## src/rtl/ext_req_pkg.sv

```systemverilog
`timescale 1ns/1ps
package ext_req_pkg;

    // Per-channel sensing mode, two bits per channel in the level-select register
    typedef enum logic [1:0] {
        SENSE_LOW  = 2'b00,
        SENSE_HIGH = 2'b01,
        SENSE_RISE = 2'b10,
        SENSE_FALL = 2'b11
    } sense_e;

    // Register selection on the access port
    typedef enum logic {
        SEL_CTRL  = 1'b0,
        SEL_SENSE = 1'b1
    } reg_sel_e;

    // Mode loaded into every channel by reset (harmless with idle-low pins)
    localparam sense_e RESET_SENSE = SENSE_RISE;

    // Qualified events produced by one channel's front end
    typedef struct packed {
        logic lvl;
        logic rise;
        logic fall;
    } pin_evt_t;

    function automatic logic mode_hit(sense_e m, pin_evt_t e);
        logic r;
        case (m)
            SENSE_LOW:  r = ~e.lvl;
            SENSE_HIGH: r =  e.lvl;
            SENSE_RISE: r =  e.rise;
            default:    r =  e.fall;
        endcase
        return r;
    endfunction

    function automatic logic can_wake(sense_e m);
        return m == SENSE_HIGH;
    endfunction

endpackage

```

## src/rtl/ext_req_sync.sv

```systemverilog
`timescale 1ns/1ps
module ext_req_sync #(
    parameter int STAGES = 2
) (
    input  logic clk,
    input  logic rst,
    input  logic d,
    output logic q
);
    logic [STAGES-1:0] chain;

    generate
        if (STAGES == 1) begin : g_single
            always_ff @(posedge clk) begin
                if (rst) chain <= '0;
                else     chain <= d;
            end
        end else begin : g_multi
            always_ff @(posedge clk) begin
                if (rst) chain <= '0;
                else     chain <= {chain[STAGES-2:0], d};
            end
        end
    endgenerate

    assign q = chain[STAGES-1];
endmodule

```

## src/rtl/ext_req_chan.sv

```systemverilog
`timescale 1ns/1ps
module ext_req_chan
    import ext_req_pkg::*;
#(
    parameter int SYNC_STAGES = 2,
    parameter int MIN_PULSE   = 3
) (
    input  logic   clk,
    input  logic   rst,
    input  logic   pin_raw,
    input  sense_e mode,
    output logic   hit,
    output logic   lvl_sync,
    output logic   edge_evt
);
    localparam int CNT_W = (MIN_PULSE > 1) ? $clog2(MIN_PULSE) : 1;
    localparam logic [CNT_W-1:0] CNT_LAST = CNT_W'(MIN_PULSE - 1);

    logic             lvl;
    logic             qual_lvl;   // last level held for MIN_PULSE cycles
    logic [CNT_W-1:0] run_cnt;
    logic             differ;
    logic             qualify;
    pin_evt_t         evt;

    ext_req_sync #(.STAGES(SYNC_STAGES)) u_sync (
        .clk (clk),
        .rst (rst),
        .d   (pin_raw),
        .q   (lvl)
    );

    // Glitch filter: a new level must persist MIN_PULSE cycles to count
    always_comb begin
        differ  = (lvl != qual_lvl);
        qualify = differ && (run_cnt == CNT_LAST);
    end

    always_ff @(posedge clk) begin
        if (rst) begin
            qual_lvl <= 1'b0;
            run_cnt  <= '0;
        end else if (!differ) begin
            run_cnt  <= '0;
        end else if (qualify) begin
            qual_lvl <= lvl;
            run_cnt  <= '0;
        end else begin
            run_cnt  <= run_cnt + 1'b1;
        end
    end

    always_comb begin
        evt.lvl  = lvl;
        evt.rise = qualify &  lvl;
        evt.fall = qualify & ~lvl;
        hit      = mode_hit(mode, evt);
    end

    assign lvl_sync = lvl;
    assign edge_evt = qualify;
endmodule

```

## src/rtl/ext_req_regs.sv

```systemverilog
`timescale 1ns/1ps
module ext_req_regs
    import ext_req_pkg::*;
#(
    parameter int NCH = 8
) (
    input  logic                 clk,
    input  logic                 rst,
    input  logic                 we,
    input  logic                 addr,
    input  logic [1:0]           be,
    input  logic [2*NCH-1:0]     wdata,
    input  logic [NCH-1:0]       hit,
    output logic [NCH-1:0]       enable,
    output logic [NCH-1:0]       cause,
    output logic [2*NCH-1:0]     sense,
    output logic [2*NCH-1:0]     rdata
);
    localparam int W = 2 * NCH;
    localparam logic [W-1:0] SENSE_INIT = {NCH{2'(RESET_SENSE)}};

    logic           ctrl_wr;
    logic           sense_wr;
    logic [NCH-1:0] cause_keep;
    logic [NCH-1:0] cause_nxt;

    always_comb begin
        ctrl_wr  = we && (reg_sel_e'(addr) == SEL_CTRL);
        sense_wr = we && (reg_sel_e'(addr) == SEL_SENSE);
        // zero clears, one keeps; a detection this cycle wins
        cause_keep = (ctrl_wr && be[1]) ? (cause & wdata[W-1:NCH]) : cause;
        cause_nxt  = cause_keep | hit;
    end

    always_ff @(posedge clk) begin
        if (rst) begin
            enable <= '0;
            cause  <= '0;
        end else begin
            if (ctrl_wr && be[0]) enable <= wdata[NCH-1:0];
            cause <= cause_nxt;
        end
    end

    // Level-select register, written per half
    always_ff @(posedge clk) begin
        if (rst) begin
            sense <= SENSE_INIT;
        end else if (sense_wr) begin
            if (be[0]) sense[NCH-1:0] <= wdata[NCH-1:0];
            if (be[1]) sense[W-1:NCH] <= wdata[W-1:NCH];
        end
    end

    always_comb begin
        if (reg_sel_e'(addr) == SEL_CTRL) rdata = {cause, enable};
        else                              rdata = sense;
    end
endmodule

```

## src/rtl/ext_req_detector.sv

```systemverilog
`timescale 1ns/1ps
module ext_req_detector
    import ext_req_pkg::*;
#(
    parameter int NCH         = 8,
    parameter int SYNC_STAGES = 2,
    parameter int MIN_PULSE   = 3
) (
    input  logic               clk,
    input  logic               rst,
    input  logic [NCH-1:0]     ext_in,
    input  logic               reg_addr,
    input  logic               reg_we,
    input  logic [1:0]         reg_be,
    input  logic [2*NCH-1:0]   reg_wdata,
    output logic [2*NCH-1:0]   reg_rdata,
    output logic [NCH-1:0]     irq_req,
    output logic               wake_req
);
    logic [NCH-1:0]   enable;
    logic [NCH-1:0]   cause;
    logic [2*NCH-1:0] sense;
    logic [NCH-1:0]   hit;
    logic [NCH-1:0]   sync_lvl;
    logic [NCH-1:0]   edge_evt;
    logic [NCH-1:0]   wake_vec;

    ext_req_regs #(.NCH(NCH)) u_regs (
        .clk    (clk),
        .rst    (rst),
        .we     (reg_we),
        .addr   (reg_addr),
        .be     (reg_be),
        .wdata  (reg_wdata),
        .hit    (hit),
        .enable (enable),
        .cause  (cause),
        .sense  (sense),
        .rdata  (reg_rdata)
    );

    generate
        for (genvar i = 0; i < NCH; i++) begin : g_ch
            sense_e ch_mode;
            assign ch_mode = sense_e'(sense[2*i +: 2]);

            ext_req_chan #(
                .SYNC_STAGES (SYNC_STAGES),
                .MIN_PULSE   (MIN_PULSE)
            ) u_chan (
                .clk      (clk),
                .rst      (rst),
                .pin_raw  (ext_in[i]),
                .mode     (ch_mode),
                .hit      (hit[i]),
                .lvl_sync (sync_lvl[i]),
                .edge_evt (edge_evt[i])
            );

            // Clockless wake path straight from the raw pin
            assign wake_vec[i] = ext_in[i] & enable[i] & can_wake(ch_mode);
        end
    endgenerate

    assign irq_req  = cause & enable;
    assign wake_req = |wake_vec;
endmodule

```

## config.mk

```make
export PLATFORM = sky130hd
export DESIGN_NAME = ext_req_detector
export DESIGN_NICKNAME = d
export VERILOG_FILES = /design/src/rtl/ext_req_pkg.sv /design/src/rtl/ext_req_sync.sv /design/src/rtl/ext_req_chan.sv /design/src/rtl/ext_req_regs.sv /design/src/rtl/ext_req_detector.sv
export SDC_FILE = /design/constraint.sdc
export NUM_CORES = 1
export LEC_CHECK = 0
export CAP_MARGIN = 20
export CORE_AREA = 2 2 77 79
export CTS_BUF_LIST = sky130_fd_sc_hd__clkbuf_4
export DETAILED_ROUTE_END_ITERATION = 8
export DIE_AREA = 0 0 79 81
export DONT_BUFFER_PORTS = 1
export GPL_TIMING_DRIVEN = 0
export PLACE_DENSITY_LB_ADDON = 0.25
export RECOVER_POWER = 25
export SKIP_LAST_GASP = 1
export SYNTH_ARGS = -nofsm -noshare
export SYNTH_HDL_FRONTEND = slang
export SYNTH_SLANG_ARGS = --single-unit
```

## constraint.sdc

```tcl
create_clock -name clk -period 1.1 [get_ports clk]
set_clock_uncertainty 0.1 [all_clocks]
set_input_delay 0.055 -clock clk [delete_from_list [all_inputs] [get_ports clk]]
set_output_delay 0.055 -clock clk [all_outputs]
set_load 0.02 [all_outputs]
```

Yosys cells after proc, flatten, opt, wreduce, memory -nomap -nowiden

Cells that the tools add are included.

ROM bits: 0
Register bits after elaboration: 72
Input port bits: 30
RAM bits: 0
Output and inout port bits: 25
Memories: 0
Latch bits: 0

Mux-type cells: 10
Multipliers: 0
$add $sub $neg: 8
Eq/ne operators: 32
Shift operators: 0
Div/mod/pow operators: 0
Bitwise operators: 52
Reductions and logical operators: 39
Order comparisons: 0

Operators with widths:

| operator                                                              | number |
|---|---|
| 1-bit AND                                                             | 32 |
| 2-bit equality test, second input constant                            | 16 |
| 1-bit case mux with 3 select lines                                    | 8 |
| 3-bit OR reduction                                                    | 8 |
| 2-bit AND reduction                                                   | 10 |
| 1-bit inverter                                                        | 17 |
| 2-bit by 1-bit adder with 2-bit output, second input constant         | 8 |
| 8-bit AND                                                             | 2 |
| 2-bit by 1-bit equality test with 1-bit output, second input constant | 8 |
| 2-bit zero test                                                       | 8 |
| 16-bit 2-to-1 mux                                                     | 1 |
| 1-bit logical AND                                                     | 12 |
| 8-bit 2-to-1 mux                                                      | 1 |
| 1-bit != test                                                         | 8 |
| 8-bit OR                                                              | 1 |
| 8-bit OR reduction                                                    | 1 |

Longest topological paths before layout

Gate-level depths: netlist (run 1).

Word-level depth: 5
Depth in mapped cells: 5

Modules after synthesis

A second synthesis (run 1) with hierarchy kept.

Cells, all modules: 336
Area total of the unflattened synthesis: 3423.3 µm²

By module, submodules not included:

| module           | cells each | sequential area each (µm²) | area each (µm²) | times used |
|---|---|---|---|---|
| ext_req_regs     | 157        | 640.6                      | 1562.7          | 1 |
| ext_req_chan     | 16         | 60.1                       | 162.7           | 8 |
| ext_req_sync     | 4          | 40.0                       | 52.6            | 8 |
| ext_req_detector | 19         | 0.0                        | 138.9           | 1 |

Least setup slack after synthesis (run 1)

OpenSTA, ideal clock, no wires.

Path type: register -> register
Start: register g_ch[0].u_chan.run_cnt[0]
End: register g_ch[0].u_chan.run_cnt[0]
Cell stages (with the launch flop): 5
Slack: -0.088 ns
Arrival time: 1.023 ns
Clock period less this slack: 1.188 ns
Data required time: 0.935 ns
Cell sequence: dfxtp_1 inv_1 ha_1 or3_1 nor2_1

Word-level cells in the longest chain between the ends: 3

RTL lines:

| item                         | line               | source |
|---|---|---|
| start: declaration           | ext_req_chan.sv:21 | `logic [CNT_W-1:0] run_cnt;` |
| start signal: assignment     | ext_req_chan.sv:49 | `run_cnt <= run_cnt + 1'b1;` |
| 2-bit equality test          | ext_req_chan.sv:36 | `qualify = differ && (run_cnt == CNT_LAST);` |
| 1-bit logical AND            | ext_req_chan.sv:36 |  |
| 3-bit OR reduction (no line) | n/a                |  |

Several ways; a longest one is shown, not always the timed one.
A chain may end at the register's enable or synchronous reset.

Worst setup path in the final report (run 1)

Start: register u_regs.sense[1]
End: output wake_req

Word-level cells in the longest chain between the ends: 3

RTL lines:

| item                                           | line                   | source |
|---|---|---|
| start: declaration                             | ext_req_regs.sv:16     | `output logic [2*NCH-1:0] sense,` |
| start signal: indexed assignment               | ext_req_regs.sv:50     | `if (be[0]) sense[NCH-1:0] <= wdata[NCH-1:0];` |
| start signal: indexed assignment               | ext_req_regs.sv:51     | `if (be[1]) sense[W-1:NCH] <= wdata[W-1:NCH];` |
| 2-bit by 1-bit equality test with 1-bit output | ext_req_pkg.sv:40      | `return m == SENSE_HIGH;` |
| 1-bit AND                                      | ext_req_detector.sv:61 | `assign wake_vec[i] = ext_in[i] & enable[i] & can_wake(ch_mode);` |
| 8-bit OR reduction                             | ext_req_detector.sv:66 | `assign wake_req = \|wake_vec;` |
| end: declaration                               | ext_req_detector.sv:18 | `output logic wake_req` |

No other way between the ends.

==> impl_metrics.py, run 1 <==
metrics = {
    "sta": {
        "period_share_pct": 140.9,
        "slew_headroom_pct": 55.52,
        "setup_ws_ps": -449.8,
        "worst_pin_slew_ps": 667.2,
        "period_needed_ps": 1550,
        "hold_viol": 1,
        "max_freq_mhz": 645.2,
        "holdWs_ps": -16.71,
        "rsz0062_at_grt": "true",
        "setup_viol": 58,
        "maxSlewViolCount": 0,
    },
    "global_routing": {
        "grt_max_degree": 12,
        "grt-busiest-layer": "met2",
        "groute.layer.met2.usage_pct": 50.59,
        "antenna_found_initial": 0,
        "met1_usage_pct": 32.57,
        "grt_pass1_vias": 2785,
        "globalRouteTotalUtil_pct": 28.41,
        "use_met3_pct": 5.333,
        "overflow": 0,
        "grt_first_pass_wirelength_mm": 13.52,
    },
    "critical_path": {
        "path_delay_family": "simple AND/OR/NAND/NOR gates",
        "cp_data_required_time_ps": 940,
        "cp.buffers_inverters": 0,
        "worst_ep_arrival_time_ps": 1390,
        "crit_type": "reg -> out",
        "crit_chain": "nand4b_1 -> nand4_1 -> or2_4",
        "startpoint_type": "register",
        "crit_fanout": 2,
        "crit_path_end_kind": "primary output",
        "critPathSlowestCell": "dfxtp_4",
        "max_stage_delay_ps": 360,
    },
    "layout": {
        "multi_input_area_um2": 1907,
        "regArea_um2": 1560,
        "syn2layout_area_growth_pct": 39.20,
        "mostFrequentLayoutCell": "dfxtp_2",
        "fin_area_um2": 4377,
        "drive_gt1_share_pct": 44.55,
        "nets": 438,
        "finish.utilization_pct": 77.12,
        "num_antenna_cells": 0,
        "final_cells": 479,
        "layout_common_cells": "35 x dfxtp_2, 32 x nand2_1, 29 x dlygate4sd3_1",
        "fillers": 389,
    },
    "yosys": {
        "avgSynthCellArea_um2": 9.675,
        "synth-seq-cells": 72,
        "ys_types": 26,
        "yosysSeqAreaShare_pct": 45.84,
        "synth_nets": 363,
        "synth_area_um2": 3144,
        "yosysWarnings": 0,
        "syn_inst": 325,
    },
    "clock_tree": {
        "cts_max_path_buffers": 2,
        "cts_tree": "built",
        "cts_sinks": 72,
        "clock-root-buffer": "clkbuf_4",
        "numCtsBuffers": 9,
        "insertion_delay_ps": 420,
        "clk_pin_slew_ps": 110,
        "htreeDepth": 3,
    },
    "placed_design": {
        "port_buffers": 0,
        "dpl_cell_area_um2": 3351,
        "dp.cells": 400,
        "place_hpwl_mm": 5.283,
        "place.gp.congestion": 0.8110,
    },
    "die": {
        "io_pins": 55,
        "start_util_pct": 55.40,
        "core_area_um2": 5675,
        "die_h_um": 81,
        "die-area_um2": 6399,
        "row_count": 28,
        "dieWidth_um": 79,
    },
    "power_and_ir_drop": {
        "p_per_area_nw_per_um2": 1100,
        "p_leak_nw": 1.729,
        "ir_drop_mv": 0.8986,
        "totalPowerFinal_mw": 4.816,
    },
    "job": {
        "maxCapViolations": 0,
    },
    "run_status": {
        "status": "finished, violations left",
        "failed_checks": "hold timing, setup timing",
    },
    "detailed_routing": {
        "vias": 2806,
        "detail_route.first_pass.iterations": 4,
        "via_per_inst": 5.858,
        "antenna_left": 0,
        "drt_iter0_drc": 114,
        "wire_per_inst_um": 19.15,
        "drc": 0,
        "wirelength_mm": 9.171,
    },
    "min_path": {
        "hold_class": "in -> reg",
    },
}
per-stage QoR:
step                setup slack [ps]  TNS, ps  hold WS [ps]
floorplan                     -4.904   -9.808         75.88
global placement              -181.7    -3549         79.44
detailed placement            -170.6    -3776         86.51
CTS                           -388.8    -5198         3.026
global route                  -461.2    -8790         16.55
finish                        -449.8    -7107        -16.71
final cells by class:
type / instances / share of cell area, %
well taps: 75 / 2.144
inverters: 8 / 0.6861
clock inverters: 6 / 0.6289
repair buffers: 64 / 14.32
plain buffers: 12 / 1.458
flip-flops and latches: 72 / 35.65
multi-input cells: 233 / 43.57
clock buffers: 9 / 1.544
per-layer routing:
metal	vias up	part of all wire, %
li1	1295	-
met1	1378	39
met2	112	51
met3	21	7.3
met4	0	2.8
met5	-	0
cell families after synthesis:
logic type	count (synthesis)	share of synthesized area [%]
mux	32	10.82
buf+inv	20	3.024
compound gates	40	8.914
xor+xnor	8	2.229
fa+ha+maj	8	3.184
flops	72	45.84
simple gates	145	25.99
cells in the mapped netlist, drive strengths merged:
cell type	instances	area, µm²
dfxtp	72	1441
nand2	32	120.1
nor2	32	120.1
nand4b	24	210.2
a21oi	16	80.08
mux2	16	180.2
mux2i	16	160.2
nor2b	16	100.1
nand3b	10	75.07
buf	9	52.55
a32o	8	80.08
and2	8	50.05
ha	8	100.1
inv	8	30.03
nand2b	8	50.05
o21ai	8	40.04
o21ba	8	80.08
or3	8	50.05
xnor2	8	70.07
clkbuf	3	12.51
and3	2	12.51
nand3	2	10.01
nand4	2	12.51
or2	1	6.260
power breakdown:
part	leakage, nW	internal [mW]	switching, mW	total [mW]
logic	1.06	0.386	0.338	0.725
registers	0.612	2.68	0.0897	2.77
clock network	0.0602	0.422	0.896	1.32
worst min-delay path: cells and delay by family:
family | cells | cell delay, ps
compound gates | 2 | 220
buf+inv | 1 | 190
flip-flops by register name (all words and copies together), names as in the netlist:
signal,count
u_regs.sense,16
u_regs.cause,8
g_ch.u_chan.u_sync.chain,16
g_ch.u_chan.qual_lvl,8
u_regs.enable,8
g_ch.u_chan.run_cnt,16
worst paths after layout:
path	from	end	slack [ps]	depth (start not counted)
hold / removal	reg_wdata[8]	u_regs.cause[0]	-20	3
setup reg to reg	u_regs.sense[1]	u_regs.cause[0]	-320	6
hold reg to reg	g_ch[4].u_chan.run_cnt[0]	g_ch[4].u_chan.run_cnt[0]	310	1
setup / recovery	u_regs.sense[1]	wake_req	-450	3
timing repair:
item / in CTS / in global routing
gates resized for setup: 96 / 48
hold buffers: 34 / 2
setup endpoints to repair: 49 / 57
hold endpoints to repair: 40 / 2
pin swaps: 19 / 11
setup buffers: 15 / 16
Note: power is estimated with default switching activity, not from simulation.
==> run 2: changes to the inputs <==
--- a/config.mk
+++ b/config.mk
@@ -12,9 +12,9 @@
 export DIE_AREA = 0 0 79 81
 export DONT_BUFFER_PORTS = 1
 export GPL_TIMING_DRIVEN = 0
+export MAX_ROUTING_LAYER = met4
 export PLACE_DENSITY_LB_ADDON = 0.25
 export RECOVER_POWER = 25
-export SKIP_LAST_GASP = 1
 export SYNTH_ARGS = -nofsm -noshare
 export SYNTH_HDL_FRONTEND = slang
 export SYNTH_SLANG_ARGS = --single-unit
==> impl_metrics.py, run 2 (synthesis gave the netlist of run 1 again) <==
metrics = {
    "power_and_ir_drop": {
        "ir_drop_mv": 0.8980,
        "p_per_area_nw_per_um2": 1099,
        "p_leak_nw": 1.729,
    },
    "critical_path": {
        "crit_type": "reg -> out",
        "r2r_cells": 5,
        "startpoint_type": "register",
        "cp_data_required_time_ps": 940,
        "crit_path_end_kind": "primary output",
        "worst_ep_arrival_time_ps": 1390,
        "crit_fanout": 2,
    },
    "min_path": {
        "min_path_cells": 4,
        "hold_class": "in -> reg",
    },
    "layout": {
        "syn2layout_area_growth_pct": 39.67,
        "top_regs": "g_ch.u_chan.run_cnt (16), g_ch.u_chan.u_sync.chain (16), u_regs.sense (16)",
        "regArea_um2": 1559,
        "final_cells": 478,
        "multi_input_area_um2": 1919,
        "drive_gt1_share_pct": 45.66,
        "layout_common_cells": "37 x dfxtp_2, 31 x nand2_1, 29 x dlygate4sd3_1",
        "num_antenna_cells": 0,
        "fillers": 379,
        "fin_area_um2": 4392,
        "nets": 437,
        "mostFrequentLayoutCell": "dfxtp_2",
    },
    "detailed_routing": {
        "antenna_left": 0,
        "wire_per_inst_um": 19.31,
        "drt_iter0_drc": 136,
        "drc": 0,
        "detail_route.first_pass.iterations": 4,
        "via_per_inst": 5.874,
        "vias": 2808,
        "wirelength_mm": 9.232,
    },
    "sta": {
        "worst_pin_slew_ps": 659.5,
        "hold_viol": 0,
        "rsz0062_at_grt": "true",
        "max_freq_mhz": 649.2,
        "period_needed_ps": 1540,
        "setup_ws_ps": -440.3,
        "period_share_pct": 140.0,
        "holdWs_ps": 2.856,
        "setup_viol": 57,
        "maxSlewViolCount": 0,
        "slew_headroom_pct": 56.04,
    },
    "placed_design": {
        "dp.cells": 400,
        "place.gp.congestion": 0.8229,
        "dpl_cell_area_um2": 3351,
        "place_hpwl_mm": 5.283,
        "port_buffers": 0,
        "place_ws_ps": -170.6,
    },
    "global_routing": {
        "globalRouteTotalUtil_pct": 29.41,
        "antenna_found_initial": 0,
        "grt_first_pass_wirelength_mm": 13.61,
        "grt_pass1_vias": 2781,
        "overflow": 0,
        "grt_max_degree": 12,
    },
    "die": {
        "row_count": 28,
        "die_h_um": 81,
        "io_pins": 55,
        "dieWidth_um": 79,
        "start_util_pct": 55.40,
        "die-area_um2": 6399,
        "core_area_um2": 5675,
    },
    "run_status": {
        "failed_checks": "setup timing",
        "status": "finished, violations left",
    },
    "clock_tree": {
        "cts_tree": "built",
        "clock-root-buffer": "clkbuf_4",
        "insertion_delay_ps": 420,
        "numCtsBuffers": 9,
        "clk_pin_slew_ps": 110,
        "htreeDepth": 3,
        "cts_max_path_buffers": 2,
        "cts_sinks": 72,
    },
    "job": {
        "maxCapViolations": 0,
    },
}
## run 2: metal layers
| layer | up-vias | global-route usage (%) | share of wire (%) |
|---|---|---|---|
| met1 | 1382 | 33.05 | 39 |
| met3 | 25 | 5.222 | 6.5 |
| li1 | 1290 | - | - |
| met4 | 0 | 14.66 | 2.6 |
| met5 | - | - | 0 |
| met2 | 111 | 50.68 | 52 |
## run 2: path summary, 6_finish.rpt
path	startpoint	to	slack, ps
worst max-delay path	u_regs.sense[1]	wake_req	-440
worst min-delay path	reg_addr	u_regs.sense[2]	3
worst max register to register	u_regs.sense[13]	u_regs.cause[6]	-180
worst min register to register	g_ch[4].u_chan.run_cnt[0]	g_ch[4].u_chan.run_cnt[0]	310
## run 2: critical path, stage by stage, from the launching register on
cell and delay, ps:
dfxtp_4 360, nand4b_1 150, nand4_1 160, or2_4 300
## run 2: through the flow
step | utilization [%] | power [mW] | TNS (ps)
final | 77.38 | 4.827 | -6703
after global routing | 77.38 | 4.987 | -8769
after CTS | 72.86 | 4.742 | -5184
after detailed placement | 59.04 | 3.288 | -3776
after global placement | 59.04 | 3.273 | -3549
after floorplan | - | 3.182 | -9.808
## run 2: layout make-up
type | count | area share [%]
clock buffers | 9 | 1.538
plain buffers | 12 | 1.453
well taps | 75 | 2.137
multi-input cells | 233 | 43.70
repair buffers | 63 | 14.36
inverters | 8 | 0.6838
flip-flops and latches | 72 | 35.50
clock inverters | 6 | 0.6268
## run 2: what timing repair did
action | CTS | global route
pin swaps | 19 | 11
buffers inserted | 15 | 15
hold buffers | 34 | 2
setup endpoints to repair | 49 | 57
endpoints found under the hold margin | 40 | 2
resized for setup | 97 | 54
gates cloned | 0 | 0
## run 2: power breakdown
part	internal, mW	switching, mW
clock network	0.422	0.901
registers	2.69	0.0918
logic	0.389	0.339
==> run 3: changes to the inputs <==
==> constraint.sdc (replaced) <==
create_clock -name clk -period 1.1 [get_ports clk]
set_clock_uncertainty 0.1 [all_clocks]
set_input_delay 0.275 -clock clk [delete_from_list [all_inputs] [get_ports clk]]
set_output_delay 0.275 -clock clk [all_outputs]
set_load 0.02 [all_outputs]
==> impl_metrics.py, run 3 (synthesis gave the netlist of run 1 again) <==
metrics = {
    "run_status": {
        "status": "finished, violations left",
        "failed_checks": "setup timing",
    },
    "sta": {
        "period_share_pct": 157.7,
        "slew_headroom_pct": 62.03,
        "setup_viol": 49,
        "rsz0062_at_grt": "true",
        "worst_pin_slew_ps": 569.5,
        "max_freq_mhz": 576.3,
        "hold_viol": 0,
        "finalSetupTns_ps": -10630,
        "period_needed_ps": 1735,
        "maxSlewViolCount": 0,
        "holdWs_ps": 36.89,
        "setup_ws_ps": -635.2,
    },
    "min_path": {
        "hold_class": "in -> reg",
    },
    "critical_path": {
        "crit_path_end_kind": "primary output",
        "startpoint_type": "register",
        "worst_ep_arrival_time_ps": 1360,
        "cp_data_required_time_ps": 720,
        "crit_fanout": 2,
        "crit_type": "reg -> out",
    },
    "placed_design": {
        "place_hpwl_mm": 5.151,
        "port_buffers": 0,
        "place.gp.congestion": 0.7748,
        "place_ws_ps": -412.7,
    },
    "global_routing": {
        "grt_first_pass_wirelength_mm": 12.19,
        "antenna_found_initial": 0,
        "grt_pass1_vias": 2457,
        "globalRouteTotalUtil_pct": 26.17,
        "grt_max_degree": 12,
        "overflow": 0,
    },
    "layout": {
        "layout_common_cells": "38 x dfxtp_2, 32 x nand2_1, 24 x nand4b_1, 24 x nor2_1, 24 x dlygate4sd3_1",
        "top_regs": "g_ch.u_chan.run_cnt (16), g_ch.u_chan.u_sync.chain (16), u_regs.sense (16)",
        "nets": 420,
        "num_antenna_cells": 0,
        "mostFrequentLayoutCell": "dfxtp_2",
        "drive_gt1_share_pct": 44.70,
        "syn2layout_area_growth_pct": 34.86,
    },
    "power_and_ir_drop": {
        "totalPowerFinal_mw": 5.054,
        "p_per_area_nw_per_um2": 1192,
        "ir_drop_mv": 0.6858,
        "p_leak_nw": 1.637,
    },
    "detailed_routing": {
        "via_per_inst": 5.677,
        "detail_route.first_pass.iterations": 4,
        "drc": 0,
        "drt_iter0_drc": 144,
        "antenna_left": 0,
        "wirelength_mm": 8.219,
        "vias": 2623,
        "wire_per_inst_um": 17.79,
    },
    "die": {
        "start_util_pct": 55.40,
        "die_h_um": 81,
        "dieWidth_um": 79,
        "core_area_um2": 5675,
        "io_pins": 55,
        "row_count": 28,
        "die-area_um2": 6399,
    },
    "clock_tree": {
        "htreeDepth": 3,
        "insertion_delay_ps": 410,
        "cts_sinks": 72,
        "clk_pin_slew_ps": 110,
        "cts_max_path_buffers": 2,
        "numCtsBuffers": 9,
        "clock-root-buffer": "clkbuf_4",
        "cts_tree": "built",
    },
    "job": {
        "maxCapViolations": 0,
    },
}
-- run 3: timing repair --
action | 4_1_cts | 5_1_grt
hold buffers | 24 | 0
endpoints found under the hold margin | 38 | 0
setup endpoints to repair | 49 | 59
setup buffers | 9 | 14
pin swaps | 16 | 13
resized for setup | 65 | 55
cloned | 0 | 0
-- run 3: final cells by class --
| cell class | instances | area [µm²] |
|---|---|---|
| repair buffers | 46 | 469.2 |
| plain buffers | 12 | 88.84 |
| inverters | 8 | 30.03 |
| well taps | 75 | 93.84 |
| fillers | 400 | 1435 |
| clock inverters | 5 | 47.55 |
| multi-input cells | 233 | 1879 |
| clock buffers | 11 | 82.58 |
| flip-flops and latches | 72 | 1549 |
-- run 3: power breakdown --
group	leakage [nW]	switching (mW)	total [mW]	internal, mW
sequential	0.611	0.0952	2.79	2.69
clock	0.0757	0.877	1.60	0.724
combinational	0.950	0.312	0.668	0.356
-- run 3: worst paths after layout --
check | startpoint | end | slack [ps] | cells past startpoint
max reg2reg | u_regs.sense[5] | u_regs.cause[2] | -250 | 6
max | u_regs.sense[1] | wake_req | -640 | 3
min | reg_wdata[14] | u_regs.cause[6] | 40 | 2
min reg2reg | g_ch[5].u_chan.run_cnt[0] | g_ch[5].u_chan.run_cnt[0] | 310 | 1
-- run 3: worst max-delay path, cell delays in order (launching register included) --
cell	delay, ps
dfxtp_4	370
nand4b_1	120
nand4_1	160
or2_4	300
-- run 3: layer usage --
layer  up-vias  track usage (%)  share of wire [%]
li1       1255                -                  -
met1      1274            31.28                 41
met2        81            44.32                 51
met3        13            6.000                5.8
met4         0            7.931                1.6
met5         -                -                  0
-- run 3: per-stage QoR --
| step | std cells | instance area, µm² | util (%) |
|---|---|---|---|
| floorplan | 325 | 3329 | - |
| global placement | 400 | 3423 | 60.32 |
| detailed placement | 400 | 3423 | 60.32 |
| CTS | 449 | 3989 | 70.28 |
| global route | 462 | 4240 | 74.71 |
| finish | 462 | 4240 | 74.71 |
